## src/rtl/dg_pkg.sv

```systemverilog
package dg_pkg;

  typedef enum logic [1:0] {
    K_NONE = 2'd0,
    K_RDY  = 2'd1,
    K_WAIT = 2'd2,
    K_CNT  = 2'd3
  } kind_e;

  typedef enum logic [1:0] {
    ST_IDLE   = 2'd0,
    ST_FLIGHT = 2'd1,
    ST_HELD   = 2'd2
  } tstate_e;

  // Circular index helper for round-robin search.
  function automatic int dg_wrap(input int v, input int n);
    return v % n;
  endfunction

  // A task is complete once its handled parameters reach its total.
  function automatic bit dg_complete(input int seen, input int total);
    return seen >= total;
  endfunction

  // A dependence sum at or below zero means nothing is outstanding.
  function automatic bit dg_runnable(input int sum);
    return sum <= 0;
  endfunction

endpackage

```

## src/rtl/dg_rr_arb.sv

```systemverilog
module dg_rr_arb #(
  parameter int N  = 4,
  parameter int IW = (N > 1) ? $clog2(N) : 1
) (
  input  logic          clk,
  input  logic          rst,
  input  logic [N-1:0]  req,
  input  logic          adv,
  output logic [N-1:0]  gnt,
  output logic [IW-1:0] gidx
);
  import dg_pkg::*;

  logic [IW-1:0] ptr_q;
  logic          hit;

  always_comb begin
    gnt  = '0;
    gidx = '0;
    hit  = 1'b0;
    for (int off = 0; off < N; off++) begin
      if (!hit && req[dg_wrap(int'(ptr_q) + off, N)]) begin
        gnt[dg_wrap(int'(ptr_q) + off, N)] = 1'b1;
        gidx = IW'(dg_wrap(int'(ptr_q) + off, N));
        hit  = 1'b1;
      end
    end
  end

  always_ff @(posedge clk) begin
    if (rst) begin
      ptr_q <= '0;
    end else if (adv && hit) begin
      ptr_q <= IW'(dg_wrap(int'(gidx) + 1, N));
    end
  end

endmodule

```

## src/rtl/dg_gather_front.sv

```systemverilog
module dg_gather_front #(
  parameter int NG = 4,
  parameter int TW = 4,
  parameter int CW = 4,
  parameter int PW = 3
) (
  input  logic                clk,
  input  logic                rst,
  input  logic [NG-1:0]       rdy_valid,
  input  logic [NG*TW-1:0]    rdy_id,
  input  logic [NG-1:0]       wait_valid,
  input  logic [NG*TW-1:0]    wait_id,
  input  logic [NG-1:0]       cnt_valid,
  input  logic [NG*TW-1:0]    cnt_id,
  input  logic [NG*CW-1:0]    cnt_deps,
  input  logic [NG*PW-1:0]    cnt_nparm,
  input  logic [NG*PW-1:0]    cnt_total,
  output logic [NG-1:0]       rdy_pop,
  output logic [NG-1:0]       wait_pop,
  output logic [NG-1:0]       cnt_pop,
  output logic [TW-1:0]       sel_id,
  output logic                any_pop,
  output dg_pkg::kind_e       s_kind,
  output logic [TW-1:0]       s_id,
  output logic [CW-1:0]       s_deps,
  output logic [PW-1:0]       s_nparm,
  output logic [PW-1:0]       s_total
);
  import dg_pkg::*;

  localparam int NCLS = 3;
  localparam int GW   = (NG > 1) ? $clog2(NG) : 1;

  logic [NG-1:0] req_a [NCLS];
  logic [NG-1:0] gnt_a [NCLS];
  logic [GW-1:0] gix_a [NCLS];
  logic [NCLS-1:0] go;

  assign req_a[0] = rdy_valid;
  assign req_a[1] = wait_valid;
  assign req_a[2] = cnt_valid;

  // Fixed order across kinds: ready, then waiting, then counts.
  always_comb begin
    go    = '0;
    go[0] = !rst && (|req_a[0]);
    go[1] = !rst && !go[0] && (|req_a[1]);
    go[2] = !rst && !go[0] && !go[1] && (|req_a[2]);
  end

  for (genvar c = 0; c < NCLS; c++) begin : g_cls
    dg_rr_arb #(.N(NG), .IW(GW)) u_arb (
      .clk  (clk),
      .rst  (rst),
      .req  (req_a[c]),
      .adv  (go[c]),
      .gnt  (gnt_a[c]),
      .gidx (gix_a[c])
    );
  end

  assign rdy_pop  = go[0] ? gnt_a[0] : '0;
  assign wait_pop = go[1] ? gnt_a[1] : '0;
  assign cnt_pop  = go[2] ? gnt_a[2] : '0;
  assign any_pop  = |go;

  kind_e         sel_kind;
  logic [CW-1:0] sel_deps;
  logic [PW-1:0] sel_nparm;
  logic [PW-1:0] sel_total;

  always_comb begin
    sel_kind  = K_NONE;
    sel_id    = '0;
    sel_deps  = '0;
    sel_nparm = '0;
    sel_total = '0;
    if (go[0]) begin
      sel_kind = K_RDY;
      sel_id   = rdy_id[int'(gix_a[0])*TW +: TW];
    end else if (go[1]) begin
      sel_kind = K_WAIT;
      sel_id   = wait_id[int'(gix_a[1])*TW +: TW];
    end else if (go[2]) begin
      sel_kind  = K_CNT;
      sel_id    = cnt_id[int'(gix_a[2])*TW +: TW];
      sel_deps  = cnt_deps[int'(gix_a[2])*CW +: CW];
      sel_nparm = cnt_nparm[int'(gix_a[2])*PW +: PW];
      sel_total = cnt_total[int'(gix_a[2])*PW +: PW];
    end
  end

  // Capture stage: the popped entry is resolved in the next cycle.
  always_ff @(posedge clk) begin
    if (rst) begin
      s_kind  <= K_NONE;
      s_id    <= '0;
      s_deps  <= '0;
      s_nparm <= '0;
      s_total <= '0;
    end else begin
      s_kind  <= sel_kind;
      s_id    <= sel_id;
      s_deps  <= sel_deps;
      s_nparm <= sel_nparm;
      s_total <= sel_total;
    end
  end

endmodule

```

## src/rtl/dg_count_table.sv

```systemverilog
module dg_count_table #(
  parameter int TW = 4,
  parameter int CW = 4,
  parameter int PW = 3
) (
  input  logic          clk,
  input  logic          rst,
  input  dg_pkg::kind_e s_kind,
  input  logic [TW-1:0] s_id,
  input  logic [CW-1:0] s_deps,
  input  logic [PW-1:0] s_nparm,
  input  logic [PW-1:0] s_total,
  output logic          rel_valid,
  output logic [TW-1:0] rel_id
);
  import dg_pkg::*;

  localparam int NT = 1 << TW;
  localparam int SW = CW + 3;
  localparam int QW = PW + 1;

  tstate_e               st_q   [NT];
  logic signed [SW-1:0]  acc_q  [NT];
  logic [QW-1:0]         seen_q [NT];

  tstate_e               cur_st, nst;
  logic signed [SW-1:0]  cur_acc, base_acc, nacc;
  logic [QW-1:0]         cur_seen, base_seen, nseen;
  logic                  wr, rel;

  assign cur_st   = st_q[s_id];
  assign cur_acc  = acc_q[s_id];
  assign cur_seen = seen_q[s_id];

  always_comb begin
    nst       = cur_st;
    nacc      = cur_acc;
    nseen     = cur_seen;
    base_acc  = '0;
    base_seen = '0;
    wr        = 1'b0;
    rel       = 1'b0;
    unique case (s_kind)
      K_RDY: rel = 1'b1;
      K_WAIT: begin
        if (cur_st == ST_HELD) begin
          wr   = 1'b1;
          nacc = cur_acc - SW'(1);
          if (dg_runnable(int'(nacc))) begin
            rel = 1'b1;
            nst = ST_IDLE;
          end
        end else if (cur_st == ST_FLIGHT) begin
          wr   = 1'b1;
          nacc = cur_acc - SW'(1);
        end
      end
      K_CNT: begin
        wr = 1'b1;
        if (cur_st == ST_FLIGHT) begin
          base_acc  = cur_acc;
          base_seen = cur_seen;
        end
        nacc  = base_acc + $signed({{(SW-CW){1'b0}}, s_deps});
        nseen = base_seen + QW'(s_nparm);
        if (dg_complete(int'(nseen), int'(s_total))) begin
          if (dg_runnable(int'(nacc))) begin
            rel = 1'b1;
            nst = ST_IDLE;
          end else begin
            nst = ST_HELD;
          end
        end else begin
          nst = ST_FLIGHT;
        end
      end
      default: ;
    endcase
  end

  always_ff @(posedge clk) begin
    if (rst) begin
      for (int i = 0; i < NT; i++) begin
        st_q[i]   <= ST_IDLE;
        acc_q[i]  <= '0;
        seen_q[i] <= '0;
      end
      rel_valid <= 1'b0;
      rel_id    <= '0;
    end else begin
      rel_valid <= rel;
      rel_id    <= s_id;
      if (wr) begin
        st_q[s_id]   <= nst;
        acc_q[s_id]  <= nacc;
        seen_q[s_id] <= nseen;
      end
    end
  end

endmodule

```

## src/rtl/dep_gather.sv

```systemverilog
module dep_gather #(
  parameter int NG = 4,
  parameter int TW = 4,
  parameter int CW = 4,
  parameter int PW = 3
) (
  input  logic             clk,
  input  logic             rst,
  input  logic [NG-1:0]    rdy_valid,
  input  logic [NG*TW-1:0] rdy_id,
  output logic [NG-1:0]    rdy_pop,
  input  logic [NG-1:0]    wait_valid,
  input  logic [NG*TW-1:0] wait_id,
  output logic [NG-1:0]    wait_pop,
  input  logic [NG-1:0]    cnt_valid,
  input  logic [NG*TW-1:0] cnt_id,
  input  logic [NG*CW-1:0] cnt_deps,
  input  logic [NG*PW-1:0] cnt_nparm,
  input  logic [NG*PW-1:0] cnt_total,
  output logic [NG-1:0]    cnt_pop,
  output logic             rel_valid,
  output logic [TW-1:0]    rel_id
);
  import dg_pkg::*;

  // Named internal events, observed by the bound checker.
  logic [TW-1:0] sel_id;
  logic          any_pop;

  kind_e         s_kind;
  logic [TW-1:0] s_id;
  logic [CW-1:0] s_deps;
  logic [PW-1:0] s_nparm;
  logic [PW-1:0] s_total;

  dg_gather_front #(.NG(NG), .TW(TW), .CW(CW), .PW(PW)) u_front (
    .clk        (clk),
    .rst        (rst),
    .rdy_valid  (rdy_valid),
    .rdy_id     (rdy_id),
    .wait_valid (wait_valid),
    .wait_id    (wait_id),
    .cnt_valid  (cnt_valid),
    .cnt_id     (cnt_id),
    .cnt_deps   (cnt_deps),
    .cnt_nparm  (cnt_nparm),
    .cnt_total  (cnt_total),
    .rdy_pop    (rdy_pop),
    .wait_pop   (wait_pop),
    .cnt_pop    (cnt_pop),
    .sel_id     (sel_id),
    .any_pop    (any_pop),
    .s_kind     (s_kind),
    .s_id       (s_id),
    .s_deps     (s_deps),
    .s_nparm    (s_nparm),
    .s_total    (s_total)
  );

  dg_count_table #(.TW(TW), .CW(CW), .PW(PW)) u_table (
    .clk       (clk),
    .rst       (rst),
    .s_kind    (s_kind),
    .s_id      (s_id),
    .s_deps    (s_deps),
    .s_nparm   (s_nparm),
    .s_total   (s_total),
    .rel_valid (rel_valid),
    .rel_id    (rel_id)
  );

endmodule

```

## config.mk

```make
export PLATFORM = sky130hd
export DESIGN_NAME = dep_gather
export DESIGN_NICKNAME = d
export VERILOG_FILES = /design/src/rtl/dg_pkg.sv /design/src/rtl/dg_rr_arb.sv /design/src/rtl/dg_gather_front.sv /design/src/rtl/dg_count_table.sv /design/src/rtl/dep_gather.sv
export SDC_FILE = /design/constraint.sdc
export NUM_CORES = 1
export LEC_CHECK = 0
export BUFFER_PORTS_ARGS = -buffer_cell sky130_fd_sc_hd__buf_4
export CAP_MARGIN = 20
export CORE_MARGIN = 4
export CORE_UTILIZATION = 62
export CTS_BUF_LIST = sky130_fd_sc_hd__clkbuf_8
export DETAILED_ROUTE_END_ITERATION = 6
export PLACE_DENSITY = 0.83
export SKIP_CTS_REPAIR_TIMING = 1
export SLEW_MARGIN = 20
export SYNTH_ARGS = -nofsm -noshare
export SYNTH_HDL_FRONTEND = slang
export SYNTH_HIERARCHICAL = 1
export SYNTH_SLANG_ARGS = --single-unit
export TNS_END_PERCENT = 50
```

## constraint.sdc

```tcl
create_clock -name clk -period 6.74 [get_ports clk]
set_input_delay 0.337 -clock clk [delete_from_list [all_inputs] [get_ports clk]]
set_output_delay 0.337 -clock clk [all_outputs]
set_load 0.02 [all_outputs]
```

* Yosys cells after proc, flatten, opt, wreduce, memory -nomap -nowiden
Memories as Yosys holds them, arrays and structs flattened. A register that Yosys moved wholly into a read port is not among the register bits. Index checks and enable logic that the tools add are counted. Widths: inputs -> output; s select.
Cells by class: order comparisons 27, bitwise gates (word level) 19, shift-type cells 6, add/sub/neg operators 15, reduce and logical (&&, ||, !) cells 58, multiplexer cells 140, equal/unequal tests 5, $mul 1
Operator list (count):
- $mux 4 | 28
- $shiftx 12x32->3 | 2
- $shiftx 16x5->4 | 4
- $mux 1 | 60
- $mux 2 | 19
- $lt 3x4->1 const B | 9
- $or 4x4->4 | 9
- $mux 7 | 5
- $logic_and 1x1->1 | 29
- $ge 3x1->1 const B | 9
- $bmux 1 s2 | 12
- $demux 1 s2 | 12
- $reduce_or 2->1 | 11
- $reduce_or 4->1 | 5
- $le 7x1->1 const B | 2
- $pmux 7 s2 | 1
- $add 2x1->2 const B | 6
- $add 2x2->2 const B | 6
- $logic_not 1->1 | 12
- $and 1x1->1 const A | 9
- $lt 2x3->1 const B | 3
- $add 7x5->7 | 1
- $reduce_or 7->1 | 1
- $sub 7x2->7 const B | 1
- 10 further kinds | 15
Storage, ports and cells: input port bits 102, memory bits (writable) 208, logic and storage cells 285, memories kept 3, register bits after elaboration 27, output and inout port bits 17
Memories:
- u_table.acc_q | depth 16, bits a word 7, rd ports 1, clocked after Yosys merged registers in 1, wr ports 16, line dg_count_table.sv:23 | logic signed [SW-1:0] acc_q [NT];
- u_table.seen_q | depth 16, bits a word 4, rd ports 1, clocked after Yosys merged registers in 1, wr ports 16, line dg_count_table.sv:24 | logic [QW-1:0] seen_q [NT];
- u_table.st_q | depth 16, bits a word 2, rd ports 1, clocked after Yosys merged registers in 1, wr ports 16, line dg_count_table.sv:22 | tstate_e st_q [NT];

* Logic depth before layout (Yosys ltp)
Gate-level depths: netlist (run 1).
depth after elaboration 19, depth in mapped cells 20, gate-level depth less buffers 16

* By module
Netlist (run 1), hierarchy kept.
Modules (own cells, without submodules):
- dg_count_table | cells an instance 732, times used 1, area each 10085.9 µm², sequential area each 6346.1 µm²
- dg_rr_arb | cells an instance 58, times used 3, area each 514.2 µm², sequential area each 40.0 µm²
- dg_gather_front | cells an instance 90, times used 1, area each 1191.1 µm², sequential area each 320.3 µm²

* Worst setup path before layout (run 1)
No wires, ideal clock.
kind register to register, start register u_front.s_id[0], end memory u_table/st_q[4][1] in the netlist's numbering, data pin, cell stages (with the launch flop) 20, period minus slack after synthesis 5013 ps, data required time 6471 ps, data arrival time 4744 ps, library setup time 269 ps, setup slack 1727 ps, path buffers 5, path through dfxtp_1 buf_6 buf_2 buf_2 mux4_2 mux4_2 inv_1 ha_1 clkbuf_1 and2_1 ha_1 a21o_1 a21o_1 xor2_1 or4_1 o21ai_0 nor3b_1 a21oi_2 buf_2 nor2_1
RTL lines:
- from (decl) | line dg_gather_front.sv:24 | output logic [TW-1:0] s_id,
- from (signal assigned) | line dg_gather_front.sv:103 | s_id <= sel_id;
- to (decl) | line dg_count_table.sv:22

==> results of run 1 <==
## power by group through the flow
stage,clock (mW),combinational [mW],sequential [mW]
2_1_floorplan,0,1.24,1.69
3_3_place_gp,0,1.62,1.80
3_5_place_dp,0,1.66,1.81
4_1_cts,1.16,1.67,1.78
5_1_grt,1.23,1.81,1.79
6_report,1.14,1.72,1.78
## layout make-up
type	instances	share of cell area (%)
Clock buffer	40	3.795
Tap cell	270	2.329
Sequential cell	235	46.82
Clock inverter	31	1.070
Multi-Input combinational cell	667	38.37
Timing Repair Buffer	137	7.090
Inverter	19	0.5262
## flip-flops by register name, indices dropped and copies added, names as in the netlist
signal                     cells
u_table/st_q                  32
u_table/rel_id                 4
u_front/s_kind                 2
u_front/s_id                   4
u_front/s_total                3
u_table/rel_valid              1
u_table/acc_q                112
u_table/seen_q                64
u_front/s_deps                 4
u_front/g_cls.u_arb/ptr_q      6
u_front/s_nparm                3
## cells in the final DEF, fill, tap and decap left out, drive strengths merged, types with 5 or more instances in the layout
cell type  count
or4            5
o211ai         7
nand2         45
dfxtp         27
a21o           5
inv           34
a221o         16
clkbuf        40
mux4          92
ha            33
o21ai         18
nor3b         10
a22oi         20
and2          28
nand3          7
clkinv        14
nor2b          9
xnor2          5
mux2i         17
nand2b        19
edfxtp       208
buf          137
o21a           6
nor3           7
nor2         247
a21oi         15
## worst max-delay path, cell delays in order (launching register included)
cell     delay [ps]
dfxtp_4         770
mux4_2          600
mux4_2          510
inv_1           120
ha_1            460
and2_1          270
ha_1            260
a21o_1          180
a21o_1          190
xor2_1          150
or4_1           450
o21ai_0         260
nor3b_1         150
a21oi_2         600
nor2_1          120
## per-stage QoR
step                      std cells  setup slack (ps)  hold slack [ps]  total power, mW
after floorplan                 991              1727            408.6            2.932
after global placement         1328              1630            664.4            3.421
after detailed placement       1328              1435            678.5            3.472
after CTS                      1399              1444            209.4            4.609
after global routing           1399              1048            213.4            4.832
final                          1399              1338            232.1            4.646
## worst paths after layout
path | cells after the start | end
setup / recovery | 14 | u_table/st_q[10][1]
hold / removal | 3 | u_front/s_nparm[0]
setup reg to reg | 14 | u_table/st_q[10][1]
hold reg to reg | 2 | u_front/g_cls[2].u_arb/ptr_q[1]
## layer usage
layer	routed length [um]	GRT usage (%)
met5	0	0
met4	1469	12.85
met3	4040	7.674
met2	16590	49.03
met1	11730	39.13
==> impl_metrics.yaml, run 1 <==
run_status:
  outcome: "finished clean"
timing:
  slew_headroom_pct: 21.86
  hold_violations: 0
  setup_viol: 0
  timing.final.crit_share_pct: 80.15
  setup_tns_ps: 0
  post-route-min-period_ps: 5402
  skew_ps: 13.57
  fmax_mhz: 185.1
  grt_setup_unrepaired: "no"
  drv_slew: 0
  worst_slew_pin_slew_ps: 1170
placement:
  io_buffers: 118
  dp_hpwl_um: 22700
  place_congestion: 0.9723
  placed_area_um2: 13800
global_routing:
  gr-usage-all-layers_pct: 30.21
  first_global_vias: 9383
  antenna_found_initial: 0
  grt_first_pass_wirelength_um: 52050
  globalRouteOverflowTotal: 0
  grt_max_degree: 37
power:
  vdd_ir_drop_max_uv: 188.0
  powerDensity_nw_per_um2: 320.3
  swShare_pct: 36.89
  combPwrFrac_pct: 37.1
  power_frac_seq_pct: 38.3
  power_frac_clock_pct: 24.6
  power_leakage_nw: 5.354
  p_switching_mw: 1.714
  p_int_mw: 2.932
route:
  ant_nets: 0
  vias: 9204
  remaining_drc_errors: 0
  wirelength_um: 33830
  vias_per_cell: 6.579
  wl_per_cell_um: 24.18
  drt_pass1_iterations: 5
  drtIter0Drc: 1078
worst_setup_path:
  setup.worst_path.start: "u_front/s_id[0]"
  crit_fanout: 33
  cp-start-kind: "flip-flop"
  rr_startpoint: "u_front/s_id[0]"
  cp.arrival_ps: 5650
  crit_path_end_kind: "flip-flop"
  cp.required_ps: 6990
  critPathKind: "flip-flop to flip-flop"
  reg2reg_slack_ps: 1340
min_path:
  min_path_type: "input pin to flip-flop"
  min_from: "cnt_nparm[0]"
synthesis:
  synthesis.nets: 1128
  syn_area_um2: 12770
  synthCells: 991
  synth_warnings: 6
  synth.avg_cell_area_um2: 12.89
finish:
  diodes: 0
  nNetsFinal: 1236
  n_fill_cell: 1357
  multiInputGateArea_um2: 5565
  drive_above_1_share_pct: 27.46
  fin_util_pct: 71.69
  final_area_um2: 14510
  area_growth_pct: 13.56
  seqCellArea_um2: 6792
floorplanning:
  start_util_pct: 63.13
  die_w_um: 151.5
  ioPinCount: 119
  rows: 52
  die_area_um2: 22960
  die_h_um: 151.5
  core_um2: 20230
clock_tree:
  cts_buffers: 39
  htree_levels: 2
  clock_path_buffers: 3
  clockRootBuffer: "clkbuf_8"
  clk_pin_slew_ps: 60
  cts.sinks: 235
  worstSkewPairLatency_ps: 540
  cts_tree: "built"
job:
  maxCapViolCount: 0
(Power assumes the default switching activity.)
==> run 2: changes to the inputs <==
--- a/config.mk
+++ b/config.mk
@@ -5,13 +5,14 @@
 export SDC_FILE = /design/constraint.sdc
 export NUM_CORES = 1
 export LEC_CHECK = 0
+export ABC_AREA = 1
 export BUFFER_PORTS_ARGS = -buffer_cell sky130_fd_sc_hd__buf_4
 export CAP_MARGIN = 20
 export CORE_MARGIN = 4
-export CORE_UTILIZATION = 62
+export CORE_UTILIZATION = 56
 export CTS_BUF_LIST = sky130_fd_sc_hd__clkbuf_8
 export DETAILED_ROUTE_END_ITERATION = 6
-export PLACE_DENSITY = 0.83
+export PLACE_DENSITY = 0.79
 export SKIP_CTS_REPAIR_TIMING = 1
 export SLEW_MARGIN = 20
 export SYNTH_ARGS = -nofsm -noshare
==> constraint.sdc (replaced) <==
create_clock -name clk -period 4.9 [get_ports clk]
set_input_delay 0.245 -clock clk [delete_from_list [all_inputs] [get_ports clk]]
set_output_delay 0.245 -clock clk [all_outputs]
set_load 0.02 [all_outputs]
==> impl_metrics.yaml, run 2 <==
route:
  ant_nets: 0
  remaining_drc_errors: 0
  vias_per_cell: 5.587
  vias: 11930
  wirelength_um: 37040
  drtIter0Drc: 1214
  drt_pass1_iterations: 6
  wl_per_cell_um: 17.35
clock_tree:
  clockRootBuffer: "clkbuf_8"
  cts_tree: "built"
  cts_buffers: 39
  worstSkewPairLatency_ps: 560
  clk_pin_slew_ps: 60
  cts.sinks: 235
  clock_path_buffers: 3
  htree_levels: 2
worst_setup_path:
  cp.required_ps: 5160
  cp.arrival_ps: 4690
  cp-start-kind: "flip-flop"
  rr_startpoint: "u_front/s_id[0]"
  crit_fanout: 16
  setup.worst_path.start: "u_front/s_id[0]"
  crit_path_end_kind: "flip-flop"
  critPathKind: "flip-flop to flip-flop"
timing:
  timing.final.crit_share_pct: 90.35
  hold_violations: 0
  setup_viol: 0
  slew_headroom_pct: 48.85
  post-route-min-period_ps: 4427
  setup_tns_ps: 0
  drv_slew: 0
  grt_setup_unrepaired: "no"
  skew_ps: 22.81
  worst_slew_pin_slew_ps: 765.5
  fmax_mhz: 225.9
global_routing:
  first_global_vias: 11450
  antenna_found_initial: 1
  grt_first_pass_wirelength_um: 57990
  globalRouteOverflowTotal: 0
  gr-usage-all-layers_pct: 27.03
  grt_max_degree: 38
power:
  powerDensity_nw_per_um2: 454.1
  vdd_ir_drop_max_uv: 208.3
  power_leakage_nw: 7.051
floorplanning:
  start_util_pct: 56.98
  core_um2: 24320
  ioPinCount: 119
  die_w_um: 165.3
  die_area_um2: 27330
  die_h_um: 165.3
  rows: 57
finish:
  largest_register_ffs: 112
  diodes: 0
  drive_above_1_share_pct: 19.82
  multiInputGateArea_um2: 6081
  seqCellArea_um2: 6788
  mostFrequentLayoutCell: "nand2_1"
  final_cell_mix: "nand2_1 (488), nor2_1 (288), edfxtp_1 (208), buf_4 (151), inv_1 (139)"
  nNetsFinal: 1917
  fin_util_pct: 65.27
  fin_cells: 2135
  area_growth_pct: 14.55
  final_area_um2: 15870
  n_fill_cell: 1958
  regMostFlops: "u_table/acc_q"
  reg.largest.list: "u_table/acc_q: 112 flops, u_table/seen_q: 64 flops, u_table/st_q: 32 flops"
placement:
  io_buffers: 118
  dp.cells: 2057
  placed_area_um2: 14990
  dp_hpwl_um: 26640
  place_congestion: 0.8974
synthesis:
  synthesis.nets: 1792
  synth_warnings: 6
  syn_area_um2: 13860
  synth.avg_cell_area_um2: 8.374
  synthCells: 1655
min_path:
  min_path_type: "input pin to flip-flop"
  min_from: "cnt_nparm[11]"
run_status:
  outcome: "finished clean"
job:
  maxCapViolCount: 0
[run 2: cell types whose count changed in the layout (fill, tap and decap cells not counted), moves of 17 or more]
cell,delta
mux2i_1,-17
mux4_2,-89
nand2_1,+444
o21ai_1,+27
inv_1,+106
nand3_1,+63
nor2_1,+51
nand3_2,+20
nand2_2,+39
a21oi_1,+29
nand2b_1,-19
and2_1,-27
o22ai_1,+30
[run 2: critical path, cell delays in order, from the launching register on]
cell	delay (ps)
dfxtp_2	410
nand2_2	130
clkinvlp_4	290
a22oi_1	250
nand2_1	70
nand2_1	70
nand4_1	240
ha_1	360
inv_1	230
nor2_1	80
ha_1	210
fa_1	380
xor2_1	220
ha_1	270
a21oi_1	190
nand3_1	120
nand2_1	100
o21bai_1	90
inv_1	50
buf_4	240
a21oi_1	120
[run 2: cell type report]
type / instances / share of cell area, %
Clock inverter: 29 / 1.435
Tap cell: 324 / 2.554
Multi-Input combinational cell: 1204 / 38.31
Sequential cell: 235 / 42.76
Clock buffer: 43 / 3.728
Inverter: 143 / 3.697
Timing Repair Buffer: 157 / 7.519
[run 2: metrics by stage]
stage | hold slack (ps) | power (mW) | worst slack, ps
floorplan | 317.4 | 4.504 | 1120
global placement | 502.9 | 5.324 | 527.5
detailed placement | 523.5 | 5.376 | 395.0
CTS | -36.77 | 7.171 | 325.3
global route | -0.8599 | 7.614 | 78.21
finish | 1.617 | 7.209 | 472.8
[run 2: power by group]
part           internal (mW)  total, mW  switching [mW]
clock network           1.02       1.81           0.786
registers               2.26       2.34          0.0713
logic                  0.911       3.07            2.15
total                   4.20       7.21            3.01
[run 2: layer usage]
| layer | vias up | share of wire, % | track usage, % |
|---|---|---|---|
| met5 | - | 0.035 | 0 |
| met3 | 68 | 9.6 | 5.609 |
| li1 | 5684 | - | - |
| met4 | 2 | 2.4 | 8.249 |
| met2 | 632 | 50 | 47.22 |
| met1 | 5543 | 38 | 33.86 |
[run 2: worst paths after layout]
path | endpoint | slack, ps | depth (start not counted)
worst max-delay path | u_table/st_q[11][1] | 470 | 20
worst min register to register | u_table/rel_id[2] | 530 | 2
worst min-delay path | u_front/s_nparm[2] | 2 | 3
worst max register to register | u_table/st_q[11][1] | 470 | 20
==> run 3: changes to the inputs <==
==> constraint.sdc (replaced) <==
create_clock -name clk -period 3.9 [get_ports clk]
set_input_delay 0.195 -clock clk [delete_from_list [all_inputs] [get_ports clk]]
set_output_delay 0.195 -clock clk [all_outputs]
set_load 0.02 [all_outputs]
==> impl_metrics.yaml, run 3 (same netlist as run 2, synthesis figures left out) <==
finish:
  mostFrequentLayoutCell: "nand2_1"
  nNetsFinal: 1966
  seqCellArea_um2: 6794
  diodes: 0
  final_area_um2: 16310
  final_cell_mix: "nand2_1 (487), nor2_1 (286), edfxtp_1 (208), buf_4 (188), inv_1 (131)"
  fin_util_pct: 67.06
  n_fill_cell: 1915
  multiInputGateArea_um2: 6161
  regMostFlops: "u_table/acc_q"
  area_growth_pct: 17.68
  drive_above_1_share_pct: 23.03
  fin_cells: 2174
  largest_register_ffs: 112
  reg.largest.list: "u_table/acc_q: 112 flops, u_table/seen_q: 64 flops, u_table/st_q: 32 flops"
worst_setup_path:
  cp.required_ps: 4170
  slowest_stage: "fa_1"
  critPathKind: "flip-flop to flip-flop"
  crit_path_end_kind: "flip-flop"
  path_cells: "inv_2 > nor2_1 > buf_4 > inv_1 > o22ai_1 > o21ai_0 > nand4_1 > nor2_2 > ha_2 > fa_1 > ha_1 > o21ai_1 > nand2_1 > a21oi_2 > nand3_2 > nand2_2 > o21bai_1 > inv_2 > clkbuf_16 > a21oi_2"
  cp_slowest_stage_delay_ps: 420
  critical-path-top-delay-family: "adder cells"
  cp-start-kind: "flip-flop"
  crit_fanout: 14
  cp.arrival_ps: 4120
  timing.critical_path.buf_inv: 5
clock_tree:
  clk_pin_slew_ps: 60
  cts_tree: "built"
  clockRootBuffer: "clkbuf_8"
  htree_levels: 2
  cts.sinks: 235
  clock_path_buffers: 3
  worstSkewPairLatency_ps: 550
  cts_buffers: 38
placement:
  dp.cells: 2095
  dp_slack_ps: 89.91
  io_buffers: 118
  place_congestion: 0.9252
  placed_area_um2: 15390
  dp_hpwl_um: 27100
timing:
  skew_ps: 20.07
  fmax_mhz: 260.1
  worst_slew_pin_slew_ps: 759.5
  setup_tns_ps: 0
  post-route-min-period_ps: 3845
  slew_headroom_pct: 49.24
  hold_slack_ps: -15.11
  hold_violations: 2
  drv_slew: 0
  setup_viol: 0
  worst_slack_ps: 55.18
  timing.final.crit_share_pct: 98.59
global_routing:
  gr-usage-all-layers_pct: 26.93
  antenna_found_initial: 0
  grt_max_degree: 38
  grt_util_met3_pct: 5.659
  grt_first_pass_wirelength_um: 58310
  busiest_layer: "met2"
  use_met2_pct: 45.69
  first_global_vias: 11730
  met1_usage_pct: 33.84
  globalRouteOverflowTotal: 0
route:
  vias_per_cell: 5.567
  wl_per_cell_um: 17.05
  wirelength_um: 37060
  drtIter0Drc: 1104
  drt_pass1_iterations: 7
  ant_nets: 0
  vias: 12100
  remaining_drc_errors: 0
run_status:
  violations: "negative hold slack"
  outcome: "finished with violations"
floorplanning:
  core_um2: 24320
  die_area_um2: 27330
  start_util_pct: 56.98
  ioPinCount: 119
  die_h_um: 165.3
  rows: 57
  die_w_um: 165.3
min_path:
  min_path_type: "input pin to flip-flop"
power:
  power_leakage_nw: 7.250
  vdd_ir_drop_max_uv: 315.3
  p_total_mw: 9.226
  powerDensity_nw_per_um2: 565.8
job:
  maxCapViolCount: 0
==> run 3: cell type report <==
cell class	count	share of cell area [%]
clock buffer	40	3.376
tap	324	2.486
clock inverter	21	0.5677
timing repair buffer	207	10.49
sequential	235	41.66
multi-input combinational	1204	37.78
inverter	143	3.644
==> run 3: worst register-to-register path, stage by stage, from the launching register on <==
cell and delay, ps:
dfxtp_4 370, inv_2 60, nor2_1 40, buf_4 190
inv_1 330, o22ai_1 130, o21ai_0 200, nand4_1 230
nor2_2 180, ha_2 210, fa_1 420, ha_1 310
o21ai_1 90, nand2_1 90, a21oi_2 140, nand3_2 90
nand2_2 70, o21bai_1 80, inv_2 110, clkbuf_16 170
a21oi_2 60
==> run 3: worst paths after layout <==
kind / cells after the start / to / slack, ps / startpoint
worst max-delay path: 20 / u_table/st_q[4][1] / 60 / u_front/s_id[0]
worst min-delay path: 3 / u_front/s_total[0] / -20 / cnt_total[9]
worst max register to register: 20 / u_table/st_q[4][1] / 60 / u_front/s_id[0]
worst min register to register: 2 / u_table/rel_id[2] / 500 / u_front/s_id[2]
==> run 3: per-layer routing <==
metal / part of all wire [%] / wire length [um]
met4: 3.6 / 1321
met5: 0 / 0
met3: 9.5 / 3519
met1: 38 / 14040
met2: 49 / 18180
==> run 3: power by group <==
group / leakage (nW) / switching [mW] / total (mW) / internal (mW)
Combinational: 4.50 / 2.86 / 4.43 / 1.57
Sequential: 2.37 / 0.0799 / 2.93 / 2.85
Clock: 0.383 / 0.928 / 1.87 / 0.940
Total: 7.25 / 3.87 / 9.23 / 5.36
